===== src/rtl/mc_core_pkg.sv =====
package mc_core_pkg;

   localparam int INSN_W = 32;
   localparam int OPC_LSB = 24;
   localparam int FD_LSB  = 20;
   localparam int FA_LSB  = 16;
   localparam int FB_LSB  = 12;
   localparam int IMM_W   = 16;

   localparam logic [7:0] OPC_LOAD  = 8'h01;
   localparam logic [7:0] OPC_STORE = 8'h02;
   localparam logic [4:0] OPC_ALU_HI = 5'b00010;
   localparam logic [7:0] OPC_JUMP  = 8'h20;
   localparam logic [7:0] OPC_JUMPC = 8'h21;
   localparam logic [7:0] OPC_STOP  = 8'hFF;

   typedef enum logic [2:0] {
      PH_FETCH, PH_STEP, PH_DECODE, PH_OPERAND, PH_EXEC, PH_WBACK, PH_STOP
   } phase_e;

   typedef enum logic [2:0] {
      K_ALU, K_LOAD, K_STORE, K_JUMP, K_JUMPC, K_STOP, K_BAD
   } kind_e;

   typedef enum logic [2:0] {
      F_NOT, F_AND, F_OR, F_XOR, F_ADD, F_SHL, F_SHR, F_SAR
   } fn_e;

   typedef struct packed {
      kind_e kind;
      fn_e   fn;
   } ctl_t;

endpackage


===== src/rtl/mc_decode.sv =====
module mc_decode
   import mc_core_pkg::*;
(
   input  logic [7:0] opc,
   output ctl_t       ctl
);

   always_comb begin
      ctl.fn   = fn_e'(opc[2:0]);
      ctl.kind = K_BAD;
      case (opc)
         OPC_LOAD:  ctl.kind = K_LOAD;
         OPC_STORE: ctl.kind = K_STORE;
         OPC_JUMP:  ctl.kind = K_JUMP;
         OPC_JUMPC: ctl.kind = K_JUMPC;
         OPC_STOP:  ctl.kind = K_STOP;
         default: begin
            if (opc[7:3] == OPC_ALU_HI) ctl.kind = K_ALU;
         end
      endcase
   end

endmodule


===== src/rtl/mc_alu.sv =====
module mc_alu
   import mc_core_pkg::*;
#(
   parameter int DATA_W    = 32,
   parameter bit LOG_SHIFT = 1'b1
)(
   input  fn_e               fn,
   input  logic [DATA_W-1:0] a,
   input  logic [DATA_W-1:0] b,
   output logic [DATA_W-1:0] y,
   output logic              co,
   output logic              ov
);

   localparam int SH_W = $clog2(DATA_W);
   localparam int MSB  = DATA_W - 1;

   logic [SH_W-1:0]   amt;
   logic              fill;
   logic [DATA_W-1:0] shl;
   logic [DATA_W-1:0] shr;
   logic [DATA_W:0]   sum;

   assign amt  = b[SH_W-1:0];
   assign fill = (fn == F_SAR) && a[MSB];
   assign sum  = {1'b0, a} + {1'b0, b};

   generate
      if (LOG_SHIFT) begin : g_log
         logic [DATA_W-1:0] lst [SH_W+1];
         logic [DATA_W-1:0] rsh [SH_W+1];
         assign lst[0] = a;
         assign rsh[0] = a;
         for (genvar k = 0; k < SH_W; k++) begin : g_stage
            localparam int S = 1 << k;
            assign lst[k+1] = amt[k] ? {lst[k][DATA_W-1-S:0], {S{1'b0}}} : lst[k];
            assign rsh[k+1] = amt[k] ? {{S{fill}}, rsh[k][DATA_W-1:S]} : rsh[k];
         end
         assign shl = lst[SH_W];
         assign shr = rsh[SH_W];
      end else begin : g_op
         logic signed [DATA_W-1:0] sa;
         logic        [DATA_W-1:0] ar;
         logic        [DATA_W-1:0] lr;
         assign sa  = $signed(a);
         assign ar  = sa >>> amt;
         assign lr  = a >> amt;
         assign shl = a << amt;
         assign shr = fill ? ar : lr;
      end
   endgenerate

   always_comb begin
      case (fn)
         F_NOT:   y = ~a;
         F_AND:   y = a & b;
         F_OR:    y = a | b;
         F_XOR:   y = a ^ b;
         F_ADD:   y = sum[MSB:0];
         F_SHL:   y = shl;
         default: y = shr;
      endcase
   end

   assign co = sum[DATA_W];
   assign ov = (a[MSB] == b[MSB]) && (sum[MSB] != a[MSB]);

endmodule


===== src/rtl/mc_regfile.sv =====
module mc_regfile #(
   parameter int DATA_W  = 32,
   parameter int REG_CNT = 16,
   localparam int IDX_W  = $clog2(REG_CNT)
)(
   input  logic              clk,
   input  logic              rst_n,
   input  logic              we,
   input  logic [IDX_W-1:0]  waddr,
   input  logic [DATA_W-1:0] wdata,
   input  logic [IDX_W-1:0]  ra_a,
   input  logic [IDX_W-1:0]  ra_b,
   input  logic [IDX_W-1:0]  ra_s,
   output logic [DATA_W-1:0] rd_a,
   output logic [DATA_W-1:0] rd_b,
   output logic [DATA_W-1:0] rd_s
);

   logic [DATA_W-1:0] regs [REG_CNT];

   generate
      for (genvar g = 0; g < REG_CNT; g++) begin : g_reg
         logic [DATA_W-1:0] q;
         always_ff @(posedge clk or negedge rst_n) begin
            if (!rst_n)                               q <= '0;
            else if (we && (waddr == IDX_W'(g)))      q <= wdata;
         end
         assign regs[g] = q;
      end
   endgenerate

   assign rd_a = regs[ra_a];
   assign rd_b = regs[ra_b];
   assign rd_s = regs[ra_s];

endmodule


===== src/rtl/mc_core.sv =====
module mc_core
   import mc_core_pkg::*;
#(
   parameter int DATA_W    = 32,
   parameter int REG_CNT   = 16,
   parameter int IP_W      = 16,
   parameter bit LOG_SHIFT = 1'b1
)(
   input  logic              clk,
   input  logic              rst_n,
   output logic [IP_W-1:0]   imem_addr,
   input  logic [INSN_W-1:0] imem_rdata,
   output logic [IMM_W-1:0]  dmem_addr,
   output logic              dmem_re,
   output logic              dmem_we,
   output logic [DATA_W-1:0] dmem_wdata,
   input  logic [DATA_W-1:0] dmem_rdata,
   input  logic              dmem_rvalid,
   output logic              halted,
   output logic              illegal,
   output logic              flag_z,
   output logic              flag_c,
   output logic              flag_v
);

   localparam int IDX_W = $clog2(REG_CNT);

   generate
      if (DATA_W < 8 || (DATA_W & (DATA_W - 1)) != 0) begin : g_chk_w
         $error("mc_core: DATA_W must be a power of two of at least 8");
      end
      if (REG_CNT < 2 || REG_CNT > 16 || (REG_CNT & (REG_CNT - 1)) != 0) begin : g_chk_r
         $error("mc_core: REG_CNT must be a power of two from 2 to 16");
      end
      if (IP_W < 1 || IP_W > IMM_W) begin : g_chk_ip
         $error("mc_core: IP_W must fit the 16-bit target field");
      end
   endgenerate

   phase_e             phase_q;
   logic [IP_W-1:0]    pc_q;
   logic [INSN_W-1:0]  ir_q;
   ctl_t               ctl_q;
   ctl_t               dec_ctl;
   logic [IDX_W-1:0]   fd_q, fa_q, fb_q;
   logic [IMM_W-1:0]   imm_q;
   logic [DATA_W-1:0]  a_q, b_q, s_q, res_q;
   logic [DATA_W-1:0]  rd_a, rd_b, rd_s;
   logic [DATA_W-1:0]  alu_y;
   logic               alu_co, alu_ov;
   logic               wait_q, halted_q, illegal_q;
   logic               zf_q, cf_q, vf_q;
   logic               rf_we;

   mc_decode u_dec (
      .opc (ir_q[INSN_W-1:OPC_LSB]),
      .ctl (dec_ctl)
   );

   mc_regfile #(.DATA_W(DATA_W), .REG_CNT(REG_CNT)) u_rf (
      .clk   (clk),
      .rst_n (rst_n),
      .we    (rf_we),
      .waddr (fd_q),
      .wdata (res_q),
      .ra_a  (fa_q),
      .ra_b  (fb_q),
      .ra_s  (fd_q),
      .rd_a  (rd_a),
      .rd_b  (rd_b),
      .rd_s  (rd_s)
   );

   mc_alu #(.DATA_W(DATA_W), .LOG_SHIFT(LOG_SHIFT)) u_alu (
      .fn (ctl_q.fn),
      .a  (a_q),
      .b  (b_q),
      .y  (alu_y),
      .co (alu_co),
      .ov (alu_ov)
   );

   assign rf_we = (phase_q == PH_WBACK) &&
                  ((ctl_q.kind == K_ALU) || (ctl_q.kind == K_LOAD));

   always_ff @(posedge clk or negedge rst_n) begin
      if (!rst_n) begin
         phase_q   <= PH_FETCH;
         pc_q      <= '0;
         ir_q      <= '0;
         ctl_q     <= '{kind: K_STOP, fn: F_NOT};
         fd_q      <= '0;
         fa_q      <= '0;
         fb_q      <= '0;
         imm_q     <= '0;
         a_q       <= '0;
         b_q       <= '0;
         s_q       <= '0;
         res_q     <= '0;
         wait_q    <= 1'b0;
         halted_q  <= 1'b0;
         illegal_q <= 1'b0;
         zf_q      <= 1'b0;
         cf_q      <= 1'b0;
         vf_q      <= 1'b0;
      end else begin
         case (phase_q)
            PH_FETCH: phase_q <= PH_STEP;
            PH_STEP: begin
               ir_q    <= imem_rdata;
               pc_q    <= pc_q + 1'b1;
               phase_q <= PH_DECODE;
            end
            PH_DECODE: begin
               ctl_q <= dec_ctl;
               fd_q  <= ir_q[FD_LSB +: IDX_W];
               fa_q  <= ir_q[FA_LSB +: IDX_W];
               fb_q  <= ir_q[FB_LSB +: IDX_W];
               imm_q <= ir_q[IMM_W-1:0];
               if (dec_ctl.kind == K_BAD) begin
                  illegal_q <= 1'b1;
                  halted_q  <= 1'b1;
                  phase_q   <= PH_STOP;
               end else begin
                  phase_q <= PH_OPERAND;
               end
            end
            PH_OPERAND: begin
               a_q     <= rd_a;
               b_q     <= rd_b;
               s_q     <= rd_s;
               phase_q <= PH_EXEC;
            end
            PH_EXEC: begin
               case (ctl_q.kind)
                  K_ALU: begin
                     res_q <= alu_y;
                     if (ctl_q.fn == F_ADD) begin
                        zf_q <= (alu_y == '0);
                        cf_q <= alu_co;
                        vf_q <= alu_ov;
                     end
                     phase_q <= PH_WBACK;
                  end
                  K_LOAD: begin
                     if (!wait_q) begin
                        wait_q <= 1'b1;
                     end else if (dmem_rvalid) begin
                        res_q   <= dmem_rdata;
                        wait_q  <= 1'b0;
                        phase_q <= PH_WBACK;
                     end
                  end
                  K_STORE: phase_q <= PH_WBACK;
                  K_JUMP: begin
                     pc_q    <= imm_q[IP_W-1:0];
                     phase_q <= PH_WBACK;
                  end
                  K_JUMPC: begin
                     if (s_q != '0) pc_q <= imm_q[IP_W-1:0];
                     phase_q <= PH_WBACK;
                  end
                  default: begin
                     halted_q <= 1'b1;
                     phase_q  <= PH_STOP;
                  end
               endcase
            end
            PH_WBACK: phase_q <= PH_FETCH;
            default:  phase_q <= PH_STOP;
         endcase
      end
   end

   assign imem_addr  = pc_q;
   assign dmem_addr  = imm_q;
   assign dmem_wdata = s_q;
   assign dmem_re    = (phase_q == PH_EXEC) && (ctl_q.kind == K_LOAD) && !wait_q;
   assign dmem_we    = (phase_q == PH_EXEC) && (ctl_q.kind == K_STORE);
   assign halted     = halted_q;
   assign illegal    = illegal_q;
   assign flag_z     = zf_q;
   assign flag_c     = cf_q;
   assign flag_v     = vf_q;

endmodule


===== config.mk =====
export PLATFORM = sky130hd
export DESIGN_NAME = mc_core
export DESIGN_NICKNAME = d
export VERILOG_FILES = /design/src/rtl/mc_core_pkg.sv /design/src/rtl/mc_decode.sv /design/src/rtl/mc_alu.sv /design/src/rtl/mc_regfile.sv /design/src/rtl/mc_core.sv
export SDC_FILE = /design/constraint.sdc
export NUM_CORES = 2
export LEC_CHECK = 0
export CAP_MARGIN = 15
export CORE_ASPECT_RATIO = 0.5
export CORE_MARGIN = 5
export CORE_UTILIZATION = 30
export CTS_CLUSTER_SIZE = 8
export DETAILED_ROUTE_END_ITERATION = 16
export PLACE_DENSITY = 0.57
export SLEW_MARGIN = 20
export SYNTH_ARGS = -nofsm -noshare
export SYNTH_HDL_FRONTEND = slang
export SYNTH_SLANG_ARGS = --single-unit
export TNS_END_PERCENT = 50

===== constraint.sdc =====
create_clock -name clk -period 9.5 [get_ports clk]
set_input_delay 0.95 -clock clk [delete_from_list [all_inputs] [get_ports clk]]
set_output_delay 0.95 -clock clk [all_outputs]
set_load 0.005 [all_outputs]

* After elaboration in Yosys (flattened, before gate mapping)
Cells that the tools add are included.
** Word-level totals
- Input bits :: 67
- Output and inout bits :: 71
- Flip-flop bits (word level) :: 731
- Logic and storage cells :: 174
** Cells by class
- Reductions and logical operators :: 42
- Eq/ne operators :: 47
- Order comparisons :: 3
- Add/subtract/negate cells :: 2
- Mux-type cells :: 38
- Bitwise gates (word level) :: 7
** Operators with widths (number)
- two-way mux 32 bit :: 18
- binary-select mux 32 bit (select 4 bit) :: 3
- one-hot mux 32 bit (6 select lines) :: 1
- one-hot mux 16 bit (2 select lines) :: 2
- one-hot mux 32 bit (2 select lines) :: 1
- adder 32 x 32 -> 33 bit :: 1
- AND 32 bit :: 1
- equality test 4 bit, second input constant :: 8
- zero test 32 bit :: 1
- NOT 32 bit :: 1
- OR 32 bit :: 1
- nonzero test 32 bit :: 1
- bitwise XOR 32 bit :: 1
- logical AND 1 bit :: 22
- equality test 3 bit, second input constant :: 7
- equality test 3 x 2 -> 1 bit, second input constant :: 6
- one-hot mux 3 bit (6 select lines) :: 1
- adder 16 x 1 -> 16 bit, second input constant :: 1
- equality test 4 x 3 -> 1 bit, second input constant :: 4
- equality test 8 x 6 -> 1 bit, second input constant :: 2
- two-way mux 16 bit :: 1
- >= comparator 5 bit, second input constant :: 3
- NOT 4 -> 5 bit :: 3
- one-hot mux 3 bit (5 select lines) :: 1
- other kinds (26) :: 48

* Depth between registers and ports, before layout
- Word-level depth :: 9
- Gate-level depth with buffers :: 15
- Depth with buffers taken out :: 13

* Modules after synthesis
Synthesis repeated with hierarchy kept, for this count alone.
** Unflattened totals
- Cell total of the unflattened synthesis :: 3728
- Area total of the unflattened synthesis :: 46352.0 um^2
** By module, submodules not included
- mc_regfile :: instances 1, area an instance 30137.7 um^2, cells an instance 1947, sequential area each 12812.3 um^2
- mc_core :: instances 1, area an instance 9053.7 um^2, cells an instance 730, sequential area each 5382.7 um^2
- mc_alu :: instances 1, area an instance 7024.2 um^2, cells an instance 1032, sequential area each 0.0 um^2
- mc_decode :: instances 1, area an instance 136.4 um^2, cells an instance 19, sequential area each 0.0 um^2

* Least setup slack after synthesis
No wires, ideal clock.
- Path kind :: register -> register
- Start :: reg b_q[1]
- End :: reg zf_q (netlist: flag_z)
- Library setup time :: 66 ps
- Path slack :: 5771 ps
- Arrival time :: 3663 ps
- Cell stages (with the launch flop) :: 16
- Required time :: 9434 ps
- Path through :: dfrtp_1 buf_2 inv_1 buf_2 buf_1 ha_1 a211oi_1 o21ai_1 a211oi_2 o21ai_1 a22o_1 a311o_1 a31o_2 nor4_1 nand4_1 nand2_1
** Between the ends
- Cells in the longest elaborated chain, start to end :: 6
- Elaborated cells on any way between the ends :: 14
** Ends and longest elaborated chain
- start: declaration :: line mc_core.sv:47 : logic [DATA_W-1:0] a_q, b_q, s_q, res_q;
- start signal: assignment :: line mc_core.sv:130 : b_q <= rd_b;
- branches (longest 4 deep; another with adder 32 x 32 -> 33 bit)
- one-hot mux 32 bit (6 select lines) * :: line mc_alu.sv:54 : case (fn)
- zero test 32 bit * :: line mc_core.sv:139 : zf_q <= (alu_y == '0);
- end signal: assignment :: line mc_core.sv:139
- end: declaration :: line mc_core.sv:52 : logic zf_q, cf_q, vf_q;
Mark *: on every way between the ends.
A chain may end at the register's enable or synchronous reset.

* Worst setup path in the final report
Same ends and word-level chain as after synthesis.

==> out/qor.txt <==
Max VDD drop = 0.000128 V
status = finished, final reports clean
Post-Route Setup TNS = 0 ns
Clk Latency, worst-skew pair = 0.67 ns
#FFs+latches synth = 727
mapped cell area = 47,300 um^2
EDFF count, synth = 0
Clock Pin Slew Worst Setup and Hold Paths = 0.06 ns
critical path startpoint category = register
post-route ant nets = 0
switch share = 25.6%
Yosys warning count = 0
crit path DAT = 5.25 ns
Mapped Nets = 3,779
post-synthesis cell type count = 91
Initial Utilization = 30.1%
DRC viols = 0
# port buffers = 137
first-pass GRT wire length = 250 mm
First-pass DRT Iterations = 6
drt first-iter violations = 4,379
fillcell total = 15.3k
final worst slack = 4.84 ns
# setup viols final = 0
RR Startpoint = b_q[1]
Post-Route WL = 170 mm
Seq/Total Area, Yosys = 38.5%
# Post-CTS Setup Buffers = 0
Placer Congestion = 0.964
Post-CTS Hold Buffers = 0
GRT Util Overall = 20.1%
Core Util, Final = 34.1%
Crit Path Max Fanout = 64
TritonCTS clock tree = yes
final period utilization = 49.0%
footprint of the multi-input gates = 27,500 um^2
Clock Root Buffer = clkbuf_16
crit end category = register
post-cts gate resize count = 0
Internal = 5.32 mW
pre-CTS WS = 4.89 ns
Slew HR = 24.9%
cell count after synthesis = 3,645
post-DR vias/cell = 6.02
worst path required time = 10.10 ns
max-cap viol count = 0
Placed Area = 50,700 um^2
Final Slew Violations = 0
Hold Crit Class = primary input to async pin
number of antenna violations at the first check in global routing = 11
vias in the first global route = 35.0k
fmax = 215 MHz
total grt overflow = 0
Clock Skews = 0.0247 ns
sequential share of power = 44.7%
Die W = 571 um
CTS Buffer Depth = 3
Clk pwr share = 46.5%
post-DP HPWL = 111 mm
RSZ-0062 raised after global routing = no
Sink Count = 727
largest net degree at the start of global routing = 168
Hold Fails Final Rpt = 0
nets = 3,742
Combinational Power Share = 8.9%
WHS = 0.332 ns
Most used DFF post-synth = dfrtp_1
Leakage = 22.5 nW
Routed WL per cell = 29.6 um
mean post-synth cell area = 13.0 um^2
Rows = 103
FF/Latch Area = 18,200 um^2
IO Pins = 138
total CTS buffers = 101
H-tree lvl count = 3
Power Density = 134 nW/um^2
CP Class = register to register
Async SR Flop Fraction = 100%
cells on worst reg2reg path = 14
Core Box Area = 157,000 um^2
reg2reg setup slack = 4.84 ns
Area Growth Syn to Fin = 13.2%
share of post-route cells with drive strength above 1 = 40.1%
Final min period = 4.66 ns
reg-to-reg endpoint = flag_z
via count = 34.6k
worst slew pin tran = 1.11 ns
die area = 166,000 um^2
Psw = 1.83 mW
Die Ht = 291 um
post-route cell area = 53,500 um^2
[cell usage in the layout (no fill, tap or decap), drive strengths merged, types with 18 or more instances in the layout]
master | synthesis | layout
nor4 | 23 | 23
a21oi | 143 | 143
clkbuf | 272 | 124
o22ai | 38 | 38
inv | 80 | 82
a21o | 24 | 24
a211oi | 18 | 18
nor3 | 34 | 34
dfrtp | 725 | 725
mux2i | 70 | 70
nand3 | 40 | 40
mux4 | 530 | 530
ha | 66 | 66
nor2 | 132 | 132
nand2 | 247 | 247
o211ai | 27 | 27
o21ai | 133 | 133
mux2 | 668 | 668
nand4 | 24 | 24
buf | 84 | 80
clkdlybuf4s50 | 0 | 136
nand2b | 24 | 24
a31oi | 20 | 20
[worst max-delay path: stages (launching register included)]
cell,delay [ns]
dfrtp_2,0.33
buf_4,0.63
inv_1,0.09
buf_4,0.32
fa_1,0.47
nand2b_1,0.19
a211oi_1,0.67
o21ai_1,0.27
a21oi_1,0.18
nor2_1,0.13
a2111oi_0,0.41
a211oi_1,0.14
nor4b_1,0.41
nand4_1,0.14
nand2_1,0.09
[worst max-delay path by stage]
stage | start | slack, ns | end | cells past startpoint
final | b_q[1] | 4.84 | flag_z | 14
after global routing | b_q[1] | 4.51 | flag_z | 14
after CTS | b_q[1] | 4.90 | flag_z | 14
after detailed placement | b_q[1] | 4.89 | flag_z | 14
after global placement | b_q[1] | 4.52 | flag_z | 14
after floorplan | b_q[1] | 5.77 | flag_z | 15
[metal layers]
layer | share of wire [%] | routed length [um] | track usage, %
met1 | 41 | 70400 | 27.7
met2 | 46 | 78200 | 31.2
met3 | 8.6 | 14700 | 4.03
met4 | 3.9 | 6650 | 7.40
met5 | 0 | 0 | 0
[synthesized netlist by cell type (21+ instances only)]
cell,instances,share of area (%)
a21o_1,24,0.38
a21oi_1,142,1.5
buf_1,54,0.43
buf_2,21,0.22
clkbuf_1,272,2.2
dfrtp_1,725,38
ha_1,66,1.7
inv_1,79,0.63
mux2_2,666,16
mux2i_1,69,1.5
mux4_2,526,25
nand2_1,247,2.0
nand2b_1,24,0.32
nand3_1,40,0.42
nand4_1,24,0.32
nor2_1,131,1.0
nor3_1,34,0.36
o211ai_1,27,0.43
o21ai_0,126,1.3
o22ai_1,38,0.50
[power by group through the flow]
| stage | clock, mW | combinational [mW] | sequential [mW] |
|---|---|---|---|
| floorplan | 0 | 0.394 | 3.18 |
| global placement | 0 | 0.631 | 3.24 |
| detailed placement | 0 | 0.635 | 3.24 |
| CTS | 3.38 | 0.636 | 3.19 |
| global route | 3.50 | 0.675 | 3.20 |
| finish | 3.32 | 0.634 | 3.19 |
[cells by family after synthesis]
logic type	share of synthesized area, %
buf+inv	3.69
xor+xnor	0.204
flops	38.5
simple gates	5.96
mux	42.7
compound gates	7.20
fa+ha+maj	1.79
[state kept, by name, summed over array words and instances, names as in the netlist]
name	cells
fb_q	4
fa_q	4
res_q	32
flag_c	1
illegal	1
ctl_q	6
b_q	32
wait_q	1
flag_v	1
flag_z	1
imem_addr	16
ir_q	32
fd_q	4
halted	1
phase_q	3
dmem_wdata	32
u_rf.g.q	512
dmem_addr	12
a_q	32
[metrics by stage]
| stage | power (mW) | cells |
|---|---|---|
| after floorplan | 3.57 | 3645 |
| after global placement | 3.87 | 5603 |
| after detailed placement | 3.88 | 5603 |
| after CTS | 7.21 | 5733 |
| after global routing | 7.37 | 5739 |
| final | 7.15 | 5740 |
[layout make-up]
type	instances	area share, %
clock buffer	124	4.96
tap	2100	4.91
antenna	5	0.0234
multi-input combinational	2479	51.4
sequential	727	34.1
clock inverter	6	0.252
inverter	83	0.582
timing repair buffer	216	3.85
Power figures use the tool's default switching activity.
